[src/rtl/flash_cal_sum.sv]
module flash_cal_sum #(
  parameter int          ADDR_W = 32,
  parameter int          LEN_W  = 16,
  parameter int          DLY_W  = 4,
  parameter logic [31:0] POISON = 32'h0BADC0DE
) (
  input  logic              clk,
  input  logic              rst_n,
  input  logic              start_i,
  input  logic [ADDR_W-1:0] start_addr_i,
  input  logic [LEN_W-1:0]  length_i,
  input  logic [3:0]        div_sel_i,
  input  logic [DLY_W-1:0]  dly_sel_i,
  output logic              rd_req_o,
  output logic [ADDR_W-1:0] rd_addr_o,
  input  logic              rd_ack_i,
  input  logic [31:0]       rd_data_i,
  output logic              busy_o,
  output logic              done_o,
  output logic [31:0]       sum_o
);
  localparam int WCNT_W = LEN_W - 2;

  typedef enum logic [1:0] {S_IDLE, S_READ, S_FIN} state_t;

  state_t            state_q;
  logic [ADDR_W-1:0] addr_q;
  logic [WCNT_W-1:0] wcnt_q;
  logic [31:0]       acc_q;
  logic [3:0]        div_q;
  logic [2:0]        dly_q;
  logic [WCNT_W-1:0] start_words;
  logic              timing_bad;
  logic              unused_hi_bits;

  assign start_words    = length_i[LEN_W-1:2];
  assign unused_hi_bits = ^{dly_sel_i[DLY_W-1:3], length_i[1:0]};

  assign timing_bad = (div_q == 4'd1) ||
                      (div_q == 4'd2 && dly_q < 3'd2) ||
                      (div_q == 4'd3 && dly_q == 3'd0);

  assign rd_req_o  = (state_q == S_READ);
  assign rd_addr_o = addr_q;
  assign busy_o    = (state_q != S_IDLE);

  always_ff @(posedge clk) begin
    if (!rst_n) begin
      state_q <= S_IDLE;
      addr_q  <= '0;
      wcnt_q  <= '0;
      acc_q   <= '0;
      div_q   <= '0;
      dly_q   <= '0;
      done_o  <= 1'b0;
      sum_o   <= '0;
    end else begin
      done_o <= 1'b0;
      case (state_q)
        S_IDLE: if (start_i) begin
          addr_q  <= start_addr_i;
          wcnt_q  <= start_words;
          acc_q   <= '0;
          div_q   <= div_sel_i;
          dly_q   <= dly_sel_i[2:0];
          state_q <= (start_words == '0) ? S_FIN : S_READ;
        end
        S_READ: if (rd_ack_i) begin
          acc_q  <= acc_q + rd_data_i;
          addr_q <= addr_q + ADDR_W'(4);
          wcnt_q <= wcnt_q - WCNT_W'(1);
          if (wcnt_q == WCNT_W'(1)) state_q <= S_FIN;
        end
        S_FIN: begin
          sum_o   <= timing_bad ? POISON : acc_q;
          done_o  <= 1'b1;
          state_q <= S_IDLE;
        end
        default: state_q <= S_IDLE;
      endcase
    end
  end
endmodule

[config.mk]
export PLATFORM = sky130hd
export DESIGN_NAME = flash_cal_sum
export DESIGN_NICKNAME = d
export VERILOG_FILES = /design/src/rtl/flash_cal_sum.sv
export SDC_FILE = /design/constraint.sdc
export NUM_CORES = 1
export LEC_CHECK = 0
export BUFFER_PORTS_ARGS = -buffer_cell sky130_fd_sc_hd__buf_2
export CORE_MARGIN = 2
export CORE_UTILIZATION = 55
export DETAILED_ROUTE_END_ITERATION = 8
export PLACE_DENSITY = 0.81
export RECOVER_POWER = 25
export SYNTH_ARGS = -nofsm -noshare
export SYNTH_HDL_FRONTEND = slang
export SYNTH_SLANG_ARGS = --single-unit
[constraint.sdc]
create_clock -name clk -period 5.97 [get_ports clk]
set_input_delay 0.597 -clock clk [delete_from_list [all_inputs] [get_ports clk]]
set_output_delay 0.597 -clock clk [all_outputs]
set_load 0.01 [all_outputs]
==> flow_results.xml <==
<?xml version="1.0" encoding="UTF-8"?>
<metrics>
  <group name="yosys">
    <metric name="yosys_register_bits" unit="">120</metric>
    <metric name="yosysTopAreaCell" unit="">sky130_fd_sc_hd__dfxtp_1</metric>
    <metric name="synth_seq_area_share" unit="%">33.9</metric>
    <metric name="synth-async-reset-ratio" unit="%">0</metric>
    <metric name="ys_top_cells_by_area" unit="">sky130_fd_sc_hd__dfxtp_1 34%, sky130_fd_sc_hd__a21oi_1 7.6%, sky130_fd_sc_hd__ha_1 6.0%, sky130_fd_sc_hd__nand2_1 5.2%, sky130_fd_sc_hd__nor2_1 5.1%</metric>
    <metric name="synth_fp_nets" unit="">1040</metric>
    <metric name="synth_largest_type_area_fraction" unit="%">33.9</metric>
    <metric name="synth_edf_count" unit="">0</metric>
    <metric name="synthFlopType" unit="">sky130_fd_sc_hd__dfxtp_1</metric>
    <metric name="yosysMostFrequentCell" unit="">sky130_fd_sc_hd__dfxtp_1</metric>
    <metric name="synth.top_cells.by_count" unit="">120 x sky130_fd_sc_hd__dfxtp_1, 107 x sky130_fd_sc_hd__a21oi_1, 99 x sky130_fd_sc_hd__nand2_1</metric>
    <metric name="count_of_cell_types_in_the_netlist" unit="">76</metric>
    <metric name="syn_area_per_cell" unit="sq um">7.76</metric>
    <metric name="synth.yosys.warnings" unit="">0</metric>
    <metric name="post_synth_instance_area" unit="sq um">7090</metric>
    <metric name="syn-instance-count" unit="">913</metric>
  </group>
  <group name="hold_path">
    <metric name="worstHoldEndpoint" unit="">rd_addr_o[0]</metric>
    <metric name="min_delay_path_depth" unit="">3</metric>
    <metric name="timing.hold.worst.class" unit="">primary input to flop</metric>
    <metric name="hp-start" unit="">start_addr_i[0]</metric>
  </group>
  <group name="sta">
    <metric name="max_slew.worst_pin.slew" unit="ns">0.959</metric>
    <metric name="layout_worst_path_cycle_share" unit="%">57.3</metric>
    <metric name="setup_total_negative_slack" unit="ns">0</metric>
    <metric name="max_clock_freq" unit="GHz">0.293</metric>
    <metric name="timing.slew.headroom" unit="%">36.0</metric>
    <metric name="grt_setup_unrepaired" unit="">false</metric>
    <metric name="timing.final.crit_period" unit="ns">3.42</metric>
    <metric name="setup_viol_count_final" unit="">0</metric>
    <metric name="report.final.slew_viol_count" unit="">0</metric>
    <metric name="finalClockSkew" unit="ns">0.00785</metric>
    <metric name="finalHoldViolations" unit="">0</metric>
  </group>
  <group name="clocking">
    <metric name="clockBufferDepth" unit="">2</metric>
    <metric name="numCtsBuffers" unit="">17</metric>
    <metric name="clock_tree.root_cell" unit="">sky130_fd_sc_hd__clkbuf_16</metric>
    <metric name="cts_tree" unit="">built</metric>
    <metric name="cts_sink_count" unit="">120</metric>
    <metric name="worstSkewPairLatency" unit="ns">0.42</metric>
    <metric name="htree_num_levels" unit="">4</metric>
    <metric name="post_cts_setup_buffers" unit="">0</metric>
    <metric name="cts.repair.resized" unit="">0</metric>
    <metric name="clk_transition_reported_paths" unit="ns">0.05</metric>
    <metric name="cts-hold-fix-buffers" unit="">0</metric>
  </group>
  <group name="grt">
    <metric name="grt_pass1_wl" unit="microns">32400</metric>
    <metric name="first_global_vias" unit="">6572</metric>
    <metric name="pin_count_of_the_biggest_net_entering_global_routing" unit="">72</metric>
    <metric name="global_route.usage.total" unit="%">28.2</metric>
    <metric name="grt_antenna_before_repair" unit="">0</metric>
    <metric name="globalRoute.totalOverflow" unit="">0</metric>
  </group>
  <group name="status">
    <metric name="status" unit="">complete, no violations</metric>
  </group>
  <group name="critical_path">
    <metric name="timing_worst_setup_path_type" unit="">flop to flop</metric>
    <metric name="r2r-start" unit="">state_q[1]</metric>
    <metric name="critical_path_required" unit="ns">6.28</metric>
    <metric name="setup.reg_to_reg.worst_slack" unit="ns">2.55</metric>
    <metric name="timing.critical_path.arrival" unit="ns">3.72</metric>
    <metric name="r2r-end" unit="">acc_q[30]</metric>
    <metric name="r2r.worst_path.cells" unit="">9</metric>
    <metric name="critPathCaptureType" unit="">flop</metric>
    <metric name="critical_path.max_fanout" unit="">60</metric>
    <metric name="worst_setup_path_start_kind" unit="">flop</metric>
  </group>
  <group name="placement">
    <metric name="dp.final_hpwl" unit="microns">13400</metric>
    <metric name="io_buffers" unit="">155</metric>
    <metric name="gp_congestion" unit="">0.934</metric>
    <metric name="placed_cells_incl_taps" unit="">1190</metric>
  </group>
  <group name="flow_run">
    <metric name="cap_viol_max_count" unit="">0</metric>
  </group>
  <group name="route">
    <metric name="detail_route.wl_per_cell" unit="microns">16.2</metric>
    <metric name="num_vias" unit="">7416</metric>
    <metric name="wirelength" unit="microns">19800</metric>
    <metric name="viasPerCell" unit="">6.07</metric>
    <metric name="drt_iter0_drc" unit="">574</metric>
    <metric name="antenna_left" unit="">0</metric>
    <metric name="first_pass_iters" unit="">5</metric>
    <metric name="drc" unit="">0</metric>
  </group>
  <group name="power_and_ir_drop">
    <metric name="design_power_total" unit="mW">2.72</metric>
    <metric name="irDropWorstVdd" unit="mV">0.214</metric>
    <metric name="static-leakage-power" unit="nW">3.53</metric>
    <metric name="power-per-cell-area" unit="nW/um^2">323</metric>
  </group>
  <group name="floorplanning">
    <metric name="core_area" unit="sq um">12600</metric>
    <metric name="die_width" unit="microns">118</metric>
    <metric name="floorplan.die.height" unit="microns">118</metric>
    <metric name="floorplan.die_area" unit="sq um">13800</metric>
    <metric name="design.portCount" unit="">159</metric>
    <metric name="placement_rows" unit="">41</metric>
    <metric name="start_util" unit="%">56.1</metric>
  </group>
  <group name="finish">
    <metric name="nFillCells" unit="">1179</metric>
    <metric name="share_of_final_layout_standard_cells_stronger_than_drive_strength_1" unit="%">17.0</metric>
    <metric name="nets" unit="">1164</metric>
    <metric name="layoutNonFillerInstCount" unit="">1222</metric>
    <metric name="area_delta_synth_final" unit="%">18.8</metric>
    <metric name="n_antenna_cell" unit="">0</metric>
  </group>
</metrics>
-- placed cells by master, fill, tap and decap left out, types with 11 or more instances in the layout --
master / count
sky130_fd_sc_hd__dfxtp_1: 120
sky130_fd_sc_hd__buf_2: 109
sky130_fd_sc_hd__a21oi_1: 107
sky130_fd_sc_hd__nand2_1: 99
sky130_fd_sc_hd__nor2_1: 96
sky130_fd_sc_hd__clkbuf_1: 46
sky130_fd_sc_hd__ha_1: 34
sky130_fd_sc_hd__a22oi_1: 33
sky130_fd_sc_hd__o21ai_1: 33
sky130_fd_sc_hd__o21ai_0: 30
sky130_fd_sc_hd__nand3_1: 30
sky130_fd_sc_hd__nor3_1: 19
sky130_fd_sc_hd__inv_1: 18
sky130_fd_sc_hd__a21o_1: 18
sky130_fd_sc_hd__clkbuf_16: 17
sky130_fd_sc_hd__nor2b_1: 15
sky130_fd_sc_hd__o221a_2: 15
sky130_fd_sc_hd__a211oi_1: 13
sky130_fd_sc_hd__nand4_1: 13
sky130_fd_sc_hd__nor4_1: 12
sky130_fd_sc_hd__a31oi_1: 12
sky130_fd_sc_hd__and3_1: 12
sky130_fd_sc_hd__o22ai_1: 11
-- power breakdown --
part | internal (mW) | switching (mW)
clock network | 0.655 | 0.391
registers | 0.888 | 0.0888
logic | 0.261 | 0.434
total | 1.80 | 0.914
-- final cells by class --
| class | count | area [sq um] | area share [%] |
|---|---|---|---|
| tap | 172 | 215 | 2.56 |
| sequential | 120 | 2400 | 28.5 |
| clock inverter | 15 | 180 | 2.14 |
| timing repair buffer | 161 | 763 | 9.07 |
| inverter | 20 | 75.1 | 0.892 |
| multi-input combinational | 717 | 4360 | 51.8 |
| clock buffer | 17 | 425 | 5.05 |
-- routing by layer --
metal	share of wire, %	global-route usage (%)	routed length (microns)	vias to the layer above
li1	-	-	-	3623
met1	46	38.9	9150	3489
met2	46	44.2	9100	270
met3	6.3	6.25	1240	34
met4	1.8	8.36	350	0
met5	0	0	0	-
-- per-stage QoR --
| step | utilization (%) | cell area, sq um | hold WS, ns | worst slack, ns |
|---|---|---|---|---|
| 5_1_grt | 66.7 | 8420 | 0.420 | 2.28 |
| 2_1_floorplan | - | 7090 | 0.433 | 3.35 |
| 4_1_cts | 67.2 | 8480 | 0.407 | 2.59 |
| 6_report | 66.7 | 8420 | 0.417 | 2.55 |
| 3_3_place_gp | 62.4 | 7870 | 0.440 | 2.65 |
| 3_5_place_dp | 62.4 | 7870 | 0.447 | 2.61 |
-- state kept, by name, indices dropped and copies added, names as in the netlist --
signal,count
acc_q,32
div_q,4
dly_q,3
done_o,1
rd_addr_o,32
state_q,2
sum_o,32
wcnt_q,14
-- worst max path at each step --
stage | startpoint | slack [ns] | end | cells past startpoint
final | state_q[1] | 2.55 | acc_q[30] | 9
after global routing | state_q[1] | 2.28 | acc_q[30] | 9
after CTS | state_q[1] | 2.59 | acc_q[30] | 9
after detailed placement | state_q[1] | 2.61 | acc_q[30] | 9
after global placement | state_q[1] | 2.65 | acc_q[30] | 9
after floorplan | rd_data_i[9] | 3.35 | acc_q[25] | 9
-- worst max-delay path, stage by stage (launching register included) --
cell and delay (ns):
sky130_fd_sc_hd__dfxtp_1 0.33, sky130_fd_sc_hd__nand2b_2 0.19, sky130_fd_sc_hd__inv_2 0.70, sky130_fd_sc_hd__nand2_2 0.27
sky130_fd_sc_hd__nand2_1 0.63, sky130_fd_sc_hd__buf_4 0.44, sky130_fd_sc_hd__nor2_1 0.29, sky130_fd_sc_hd__nand2_1 0.13
sky130_fd_sc_hd__o21ai_0 0.08, sky130_fd_sc_hd__a211o_1 0.24
-- kinds of logic after synthesis --
group	count (synthesis)	share of synthesized area (%)
AOI/OAI and AO/OA	329	30.3
and+or+nand+nor	333	22.2
buffers and inverters	76	4.73
DFF	120	33.9
xor gates and xnor gates	17	2.10
adders and majority gates	35	6.29
muxes	3	0.424
(Power assumes the default switching activity.)
